--- src/rtl/hwsem_pkg.sv ---
package hwsem_pkg;

  localparam int unsigned LOCK_REGION_BASE = 32'h0000_0800;
  localparam int unsigned STATUS_ADDR      = 32'h0000_0014;
  localparam int unsigned SIZE_FIELD_LSB   = 24;
  localparam int unsigned LOCKS_PER_UNIT   = 32;

  typedef enum logic [1:0] {
    RGN_NONE   = 2'd0,
    RGN_LOCK   = 2'd1,
    RGN_STATUS = 2'd2
  } hwsem_rgn_e;

  function automatic logic [31:0] size_word(input int unsigned n_locks);
    logic [7:0] units;
    units = 8'(n_locks / LOCKS_PER_UNIT);
    return {units, 24'h0};
  endfunction

endpackage

--- src/rtl/hwsem_decode.sv ---
module hwsem_decode
  import hwsem_pkg::*;
#(
  parameter int unsigned NUM_LOCKS = 32,
  parameter int unsigned ADDR_W    = 12,
  localparam int unsigned IDX_W    = $clog2(NUM_LOCKS)
) (
  input  logic [ADDR_W-1:0] addr,
  input  logic              re,
  input  logic              we,
  input  logic [31:0]       wdata,
  output hwsem_rgn_e        rgn,
  output logic [IDX_W-1:0]  idx,
  output logic              acq_en,
  output logic              rel_en
);

  localparam logic [ADDR_W-1:0] BASE_A   = ADDR_W'(LOCK_REGION_BASE);
  localparam logic [ADDR_W-1:0] STATUS_A = ADDR_W'(STATUS_ADDR);

  logic [ADDR_W-1:0] offset;
  logic              aligned;
  logic              in_lock;
  logic              in_status;

  always_comb begin
    offset    = addr - BASE_A;
    aligned   = (addr[1:0] == 2'b00);
    in_lock   = aligned && (addr >= BASE_A) &&
                (offset[ADDR_W-1:IDX_W+2] == '0);
    in_status = (addr == STATUS_A);
    idx       = offset[IDX_W+1:2];
    if (in_lock)        rgn = RGN_LOCK;
    else if (in_status) rgn = RGN_STATUS;
    else                rgn = RGN_NONE;
    acq_en = re && in_lock;
    rel_en = we && !re && in_lock && (wdata == 32'h0);
  end

endmodule

--- src/rtl/hwsem_lock_array.sv ---
module hwsem_lock_array #(
  parameter int unsigned NUM_LOCKS = 32,
  localparam int unsigned IDX_W    = $clog2(NUM_LOCKS)
) (
  input  logic                 clk,
  input  logic                 rst_n,
  input  logic [IDX_W-1:0]     idx,
  input  logic                 acq_en,
  input  logic                 rel_en,
  output logic [NUM_LOCKS-1:0] taken,
  output logic                 sel_taken
);

  for (genvar g = 0; g < NUM_LOCKS; g++) begin : g_lock
    logic hit;
    logic ce;
    logic nxt;

    always_comb begin
      hit = (idx == IDX_W'(g));
      ce  = hit && (acq_en || rel_en);
      nxt = acq_en;
    end

    always_ff @(posedge clk or negedge rst_n) begin
      if (!rst_n)  taken[g] <= 1'b0;
      else if (ce) taken[g] <= nxt;
    end
  end

  assign sel_taken = taken[idx];

endmodule

--- src/rtl/hwsem_rdata.sv ---
module hwsem_rdata
  import hwsem_pkg::*;
#(
  parameter int unsigned NUM_LOCKS = 32
) (
  input  logic        clk,
  input  logic        rst_n,
  input  logic        re,
  input  hwsem_rgn_e  rgn,
  input  logic        sel_taken,
  output logic [31:0] rdata
);

  localparam logic [31:0] SIZE_WORD = size_word(NUM_LOCKS);

  logic [31:0] rdata_nxt;

  always_comb begin
    rdata_nxt = 32'h0;
    if (re) begin
      unique case (rgn)
        RGN_LOCK:   rdata_nxt = {31'h0, sel_taken};
        RGN_STATUS: rdata_nxt = SIZE_WORD;
        default:    rdata_nxt = 32'h0;
      endcase
    end
  end

  always_ff @(posedge clk or negedge rst_n) begin
    if (!rst_n) rdata <= 32'h0;
    else        rdata <= rdata_nxt;
  end

endmodule

--- src/rtl/hwsem_bank.sv ---
module hwsem_bank
  import hwsem_pkg::*;
#(
  parameter int unsigned NUM_LOCKS = 32,
  parameter int unsigned ADDR_W    = 12
) (
  input  logic              clk,
  input  logic              rst_n,
  input  logic [ADDR_W-1:0] bus_addr,
  input  logic              bus_we,
  input  logic [31:0]       bus_wdata,
  input  logic              bus_re,
  output logic [31:0]       bus_rdata
);

  localparam int unsigned IDX_W = $clog2(NUM_LOCKS);

  hwsem_rgn_e           rgn;
  logic [IDX_W-1:0]     idx;
  logic                 acq_en;
  logic                 rel_en;
  logic                 sel_taken;
  logic [NUM_LOCKS-1:0] lock_taken;

  hwsem_decode #(.NUM_LOCKS(NUM_LOCKS), .ADDR_W(ADDR_W)) u_decode (
    .addr   (bus_addr),
    .re     (bus_re),
    .we     (bus_we),
    .wdata  (bus_wdata),
    .rgn    (rgn),
    .idx    (idx),
    .acq_en (acq_en),
    .rel_en (rel_en)
  );

  hwsem_lock_array #(.NUM_LOCKS(NUM_LOCKS)) u_locks (
    .clk       (clk),
    .rst_n     (rst_n),
    .idx       (idx),
    .acq_en    (acq_en),
    .rel_en    (rel_en),
    .taken     (lock_taken),
    .sel_taken (sel_taken)
  );

  hwsem_rdata #(.NUM_LOCKS(NUM_LOCKS)) u_rdata (
    .clk       (clk),
    .rst_n     (rst_n),
    .re        (bus_re),
    .rgn       (rgn),
    .sel_taken (sel_taken),
    .rdata     (bus_rdata)
  );

endmodule

--- config.mk ---
export PLATFORM = sky130hd
export DESIGN_NAME = hwsem_bank
export DESIGN_NICKNAME = d
export VERILOG_FILES = /design/src/rtl/hwsem_pkg.sv /design/src/rtl/hwsem_decode.sv /design/src/rtl/hwsem_lock_array.sv /design/src/rtl/hwsem_rdata.sv /design/src/rtl/hwsem_bank.sv
export SDC_FILE = /design/constraint.sdc
export NUM_CORES = 1
export LEC_CHECK = 0
export ABC_AREA = 1
export BUFFER_PORTS_ARGS = -buffer_cell sky130_fd_sc_hd__buf_2
export CAP_MARGIN = 10
export CORE_MARGIN = 2
export CORE_UTILIZATION = 45
export CTS_CLUSTER_DIAMETER = 30
export DETAILED_ROUTE_END_ITERATION = 10
export GPL_TIMING_DRIVEN = 0
export PLACE_DENSITY = 0.84
export SLEW_MARGIN = 10
export SYNTH_ARGS = -nofsm -noshare
export SYNTH_HDL_FRONTEND = slang
export SYNTH_HIERARCHICAL = 1
export SYNTH_SLANG_ARGS = --single-unit
export TNS_END_PERCENT = 1
--- constraint.sdc ---
create_clock -name clk -period 1 [get_ports clk]
set_input_delay 0.1 -clock clk [delete_from_list [all_inputs] [get_ports clk]]
set_output_delay 0.1 -clock clk [all_outputs]
set_load 0.02 [all_outputs]
# Word level (Yosys, flattened, before mapping)
# Cells that the tools add are included.
word_totals:
  ff_bits: 64
  output_inout_bits: 32
classes:
  n_reduce_logical: 44
  add_sub_neg: 1
  eq_ne: 34
  n_mux: 6
  magnitude_cmp: 2
ops:
  columns: ["operator", "n"]
  rows:
  - ["$eq 5x5->1 const B", 16]
  - ["$pmux 25 s2", 1]
  - ["$eq 5x4->1 const B", 8]
  - ["$logic_and 1x1->1", 38]
  - ["$logic_not 32->1", 1]
  - ["$mux 25", 1]
  - ["$eq 5x3->1 const B", 4]
  - ["$eq 12x5->1 const B", 1]
  - ["$ge 12x12->1 const B", 1]
  - ["$sub 12x12->12 const B", 1]
  - ["$eq 5x2->1 const B", 2]
  - ["$logic_not 5->1", 2]
  - ["$lt 5x6->1 const B", 1]
  - ["$bmux 1 s5", 1]
  - ["$eq 5x1->1 const B", 1]
  - ["$mux 2", 2]
  - ["$eq 2x1->1 const B", 1]
  - ["$eq 2x2->1 const B", 1]
  - ["$logic_not 2->1", 1]
  - ["$logic_not 1->1", 1]
  - ["$logic_or 1x1->1", 1]
  - ["$mux 1", 1]

# Longest topological paths before layout
depth:
  word_depth: 7
  depth_mapped: 13
  ltp_nobuf: 11

# Cells and area by module
# The synthesis kept the hierarchy.
modules_own_cells:
  columns: ["mod", "instances", "cells_each", "area_each_um2"]
  rows:
  - ["hwsem_lock_array", 1, 227, 1883.1]
  - ["hwsem_decode", 1, 70, 306.5]
  - ["hwsem_rdata", 1, 39, 301.5]

# Worst setup path before layout
# No wires, ideal clock.
synth_timing:
  path_kind: "input to register"
  startpoint: "input port bus_addr[0]"
  endpoint: "register u_locks.taken[10]"
  setup_ns: 0.141
  arrival_time_ns: 1.184
  slack_ns: -0.325
  stages: 11
  path_cell_list: "inv_1 -> nand2_1 -> nor2_1 -> nand2_1 -> nor2_2 -> nand2_1 -> nor2_2 -> nor2_1 -> nor2_2 -> clkbuf_1 -> a31oi_1"
synth_between:
  elab_chain_cells: 7
  word_cells_on_any_way: 12
  classes_between: "add/sub (1); order compare (1); eq/ne (1); reduce/logical (9)"
synth_lines:
  columns: ["element", "line_no", "rtl"]
  rows:
  - ["from (decl)", "hwsem_bank.sv:9", "input logic [ADDR_W-1:0] bus_addr,"]
  - ["$sub 12x12->12, or another cell as far along", "hwsem_decode.sv:27", "offset = addr - BASE_A;"]
  - ["$logic_not 5->1 / $logic_and 1x1->1 (equally long branches)", "hwsem_decode.sv:30, hwsem_decode.sv:29", null]
  - ["$logic_and 1x1->1 (*)", "hwsem_decode.sv:29", "in_lock = aligned && (addr >= BASE_A) &&"]
  - ["$logic_and 1x1->1 (*) (2 in series)", "hwsem_decode.sv:37", "rel_en = we && !re && in_lock && (wdata == 32'h0);"]
  - ["via rel_en", "hwsem_bank.sv:21", "logic rel_en;"]
  - ["$logic_or 1x1->1 (*)", "hwsem_lock_array.sv:21", "ce = hit && (acq_en || rel_en);"]
  - ["$logic_and 1x1->1 (*)", "hwsem_lock_array.sv:21", null]
  - ["to (signal, indexed assignment)", "hwsem_lock_array.sv:27", "else if (ce) taken[g] <= nxt;"]
  - ["to (decl)", "hwsem_lock_array.sv:10", "output logic [NUM_LOCKS-1:0] taken,"]
# The timed path passes the listed nets; every way through them passes the cells marked *.
# A chain may end at the register's enable or synchronous reset.

# Worst setup path in the final report
layout_timing:
  startpoint: "input port bus_addr[10]"
  endpoint: "register u_locks.taken[2]"
layout_between:
  elab_chain_cells: 7
  word_cells_on_any_way: 10
  classes_between: "add/sub (1); order compare (1); reduce/logical (8)"
layout_lines:
  columns: ["element", "line_no"]
  rows:
  - ["$sub 12x12->12 / $ge 12x12->1 (equally long branches)", "hwsem_decode.sv:27, hwsem_decode.sv:29"]
  - ["$logic_not 5->1 / $logic_and 1x1->1 (equally long branches)", "hwsem_decode.sv:30, hwsem_decode.sv:29"]
  - ["$logic_and 1x1->1 (*)", "hwsem_decode.sv:29"]
  - ["$logic_and 1x1->1 (*) (2 in series)", "hwsem_decode.sv:37"]
  - ["via rel_en", "hwsem_bank.sv:21"]
  - ["$logic_or 1x1->1 (*)", "hwsem_lock_array.sv:21"]
  - ["$logic_and 1x1->1 (*)", "hwsem_lock_array.sv:21"]
# Marks and branches as above.

==> results by stage <==
Hold path:
- The path category of the worst min-delay check is in -> reg.
- The startpoint identified for the worst hold timing path is bus_re.
- The endpoint of the worst hold-timing path is u_rdata/rdata[24]$_DFF_PN0_.
- The cell count of the worst hold path is 3.

Routing:
- After the first detailed-routing iteration, the DRC count stood at 322.
- Across all layers, the routed design uses 2484 vias.
- The final layout contains routed wiring with a total length of 6.53 mm.
- In the final routed layout, each cell accounts on average for 13.0 um.
- The first-pass detailed-route iteration total is 5.
- The number of remaining DRC errors is 0.
- Once detail routing completed, the nets flagged for antenna violations numbered 0.
- The average vias per placed instance is 4.94.

Floorplanning:
- The number of placement rows is 27.
- The floorplan step set the die height to 78.4 um.
- The die outline area is 0.00615 mm^2.
- For this configuration, the core starts out at a cell density of 0.458.
- The die outline width is 78.4 um.
- The total area inside the core boundary comes to 0.00544 mm^2.
- The number of I/O pins is 80.

Yosys:
- The cell area that synthesis handed to floorplanning was 0.00249 mm^2.
- The Yosys step of the flow raised 6 warnings.
- The part of the Yosys area used for sequential elements is 0.342.
- Sorting the synthesized cells by how often they occur yields 88 x sky130_fd_sc_hd__nand2_1, 36 x sky130_fd_sc_hd__buf_4, 34 x sky130_fd_sc_hd__dfrtp_1.
- The number of different library cells in the post-synthesis netlist is 23.
- The flip-flop and latch count after synthesis is 34.
- The share of synthesized area in the top cell type comes to 0.342.
- The post-synthesis instance total is 336.
- The biggest area consumer among synthesized cells is sky130_fd_sc_hd__dfrtp_1.
- In this run, synthesis inferred 0 flip-flops with an integrated enable.
- The top flip-flop cell by instance count after synthesis is sky130_fd_sc_hd__dfrtp_1.
- Yosys attributes the largest share of cell area to sky130_fd_sc_hd__dfrtp_1 34%, sky130_fd_sc_hd__nand2_1 13%, sky130_fd_sc_hd__buf_4 11%, sky130_fd_sc_hd__a31oi_1 8.0%, sky130_fd_sc_hd__a21oi_1 6.4%.
- Among all cell types in the netlist, the one instantiated most often is sky130_fd_sc_hd__nand2_1.
- The fraction of registers with async set or reset after synthesis is 1.00.
- The post-synthesis area per instance is 7.41 um^2.

Setup path:
- The depth of the worst register-to-register path is 10.
- The arrival time at the worst endpoint is 1.50 ns.
- The source of the worst register-to-register timing path is u_locks/taken[21]$_DFFE_PN0P_.
- The capture point of the worst reg-to-reg path is u_rdata/rdata[0]$_DFF_PN0_.
- The total buffers and inverters traversed by the critical path is 2.
- The slowest stage of the critical path belongs to the cell sky130_fd_sc_hd__nor3b_4.
- The required time of the worst setup path is 1.21 ns.
- In this run the worst path has a maximum fanout of 10.
- The most frequent cell on the critical path is sky130_fd_sc_hd__nor2_2.
- The critical path is of the in -> reg type.
- The worst reg-to-reg setup slack is -0.22 ns.
- The worst setup path is captured at a flop.
- The delay of the slowest cell on the worst path is 0.24 ns.
- Walking the worst path, the cells encountered are buf_2 -> nor3b_4 -> nand2_2 -> nor2_2 -> nand2_1 -> nor2_2 -> nor2_2 -> nor2_4 -> buf_6 -> a21oi_1 -> a31oi_1.
- The cell family with the largest share of critical-path delay is simple AND/OR/NAND/NOR gates.
- The sort of element at the start of the critical path is an input port.

STA:
- The final cycle utilization of the critical path is 1.29.
- The fmax is 775 MHz.
- The worst clock skew is 0.0123 ns.
- The count of pins over their slew limit was 0.
- The max-slew headroom at the worst pin is 0.620.
- For the pin with the worst max-slew slack, the measured transition is 0.570 ns.
- The final number of setup-violating endpoints is 34.
- The hold violation count in the final report came to 0.
- The smallest clock period supported by the final layout is computed as 1.29 ns.
- Setup repair after global routing could not meet its margin everywhere.
- After layout, the worst setup slack is -0.290 ns.

Final layout:
- The sequential cell area is 851 um^2.
- In the final layout, the multi-input gates occupy 0.00127 mm^2.
- The number of antenna diodes in the final layout is 0.
- Of the cells placed in the final design, the portion with a size suffix greater than 1 is 0.339.
- The area growth from synthesis to layout is 29.7%.
- The number of fillers in the final layout is 484.
- After the last flow step, the layout net total stands at 478.
- The finished cells cover 0.00323 mm^2.

Clock network:
- The clock buffer count from CTS is 5.
- The clock root buffer is sky130_fd_sc_hd__clkbuf_8.
- The clock insertion delay at the later pin of the skew report is 0.30 ns.
- Clock-pin slew was measured on the worst setup and hold paths at 0.08 ns.
- The H-tree depth reported by CTS is 2.
- TritonCTS built the clock tree.
- Clock tree synthesis found a total of 34 sinks.
- The clock tree buffer depth is 2.

Power and ir drop:
- The ratio of total power to cell area is 1110 mW/mm^2.
- In this run the static leakage power is 1.73 nW.
- The highest ir drop seen on vdd is 749 uV.

Run status:
- The final reports fail on setup timing.
- The run finished, with violations left.

Global route:
- The initial antenna violation count came to 0.
- The via count of the first global-routing pass is 2277.
- Summed over all layers, the global routing overflow is 0.
- For this run, the total global-route usage over all layers was measured as 0.224.
- Entering global routing, the biggest net connects 35 pins.
- The first global-routing pass estimated 10.8 mm of wire.

Placement:
- Before CTS, the worst setup slack after placement is -0.709 ns.
- The estimated wirelength of the detail-placed design is 4.44 mm.
- At the end of routability-driven placement, the weighted congestion stood at 0.905.
- During placement, the flow inserted port buffers numbering 49.
- In this run the cell area measured after placement is 0.00295 mm^2.

Run:
- The count of maximum capacitance violations is 0.
-- sequential cells by signal, indices dropped and copies added, names as in the netlist --
signal	count
u_locks/taken	32
u_rdata/rdata	2
-- cells by family after synthesis --
group | Yosys count | share of synthesized area
AND/OR/NAND/NOR | 153 | 0.308
buffers and inverters | 84 | 0.204
AO/OA/AOI/OAI | 64 | 0.145
flip-flops | 34 | 0.342
other | 1 | 0.00151
-- metrics by stage --
| stage | hold slack [ns] | power [mW] | TNS (ns) | std cells | utilization |
|---|---|---|---|---|---|
| finish | 0.0369 | 3.60 | -8.32 | 503 | 0.594 |
| global route | 0.0483 | 3.72 | -11.33 | 503 | 0.594 |
| CTS | 0.0389 | 3.59 | -7.98 | 502 | 0.589 |
| detailed placement | 0.211 | 2.01 | -21.41 | 486 | 0.542 |
| global placement | 0.201 | 2.00 | -20.14 | 486 | 0.542 |
| floorplan | -0.196 | 1.85 | -7.32 | 365 | - |
-- timing repair --
action                     CTS  global route
hold endpoints to repair    34             0
pin swaps                    5             3
gates cloned                 2             0
hold buffers                 1             0
buffers inserted             5             1
resized for setup           15             7
setup endpoints to repair   33            68
-- cell type report --
class	instances	area share
clock buffers	6	0.0256
well taps	72	0.0279
repair buffers	58	0.101
multi-input cells	247	0.393
plain buffers	50	0.129
clock inverters	2	0.0186
inverters	34	0.0422
flip-flops and latches	34	0.263
-- tightest hold or removal path, cell delays in order --
cell and delay [ns]:
sky130_fd_sc_hd__buf_2 0.12, sky130_fd_sc_hd__nand2_1 0.05, sky130_fd_sc_hd__nor2_1 0.03
-- per-layer routing --
layer  up-vias  track usage  share of wire
met5         -            0              0
met4         0        0.111          0.038
met3        31       0.0368          0.092
met2       141        0.372           0.48
met1      1106        0.284           0.39
li1       1206            -              -
-- worst max-delay path by stage --
| stage | start | endpoint | slack, ns | depth (start not counted) |
|---|---|---|---|---|
| 2_1_floorplan | bus_addr[0] | u_locks/taken[12]$_DFFE_PN0P_ | -0.24 | 12 |
| 3_3_place_gp | bus_addr[7] | u_locks/taken[26]$_DFFE_PN0P_ | -0.64 | 10 |
| 3_5_place_dp | bus_addr[7] | u_locks/taken[24]$_DFFE_PN0P_ | -0.71 | 10 |
| 4_1_cts | bus_addr[10] | u_locks/taken[24]$_DFFE_PN0P_ | -0.27 | 11 |
| 5_1_grt | bus_addr[8] | u_locks/taken[3]$_DFFE_PN0P_ | -0.39 | 13 |
| 6_report | bus_addr[10] | u_locks/taken[2]$_DFFE_PN0P_ | -0.29 | 11 |
-- placed cells by master, fill, tap and decap left out, types with 2 or more instances in the layout --
cell type / Yosys / layout
sky130_fd_sc_hd__nor2_1: 24 / 22
sky130_fd_sc_hd__buf_4: 36 / 42
sky130_fd_sc_hd__conb_1: 1 / 30
sky130_fd_sc_hd__nand2_8: 2 / 2
sky130_fd_sc_hd__nand2_1: 88 / 87
sky130_fd_sc_hd__a31oi_1: 32 / 32
sky130_fd_sc_hd__bufinv_16: 0 / 2
sky130_fd_sc_hd__inv_2: 1 / 3
sky130_fd_sc_hd__nand4_1: 2 / 2
sky130_fd_sc_hd__buf_6: 4 / 11
sky130_fd_sc_hd__clkbuf_1: 4 / 3
sky130_fd_sc_hd__nor4_1: 2 / 2
sky130_fd_sc_hd__nand3_1: 10 / 10
sky130_fd_sc_hd__inv_1: 32 / 29
sky130_fd_sc_hd__nor2_4: 14 / 16
sky130_fd_sc_hd__buf_2: 5 / 48
sky130_fd_sc_hd__clkbuf_8: 0 / 7
sky130_fd_sc_hd__a21oi_1: 32 / 32
sky130_fd_sc_hd__dfrtp_1: 34 / 34
sky130_fd_sc_hd__nor2_2: 8 / 8
-- power by group --
part | total (mW) | switching [mW] | leakage [nW] | internal [mW]
Combinational | 0.622 | 0.371 | 1.18 | 0.251
Clock | 1.59 | 0.522 | 0.0714 | 1.06
Sequential | 1.39 | 0.00618 | 0.474 | 1.38
No activity file was read; power rests on OpenSTA's default activity.
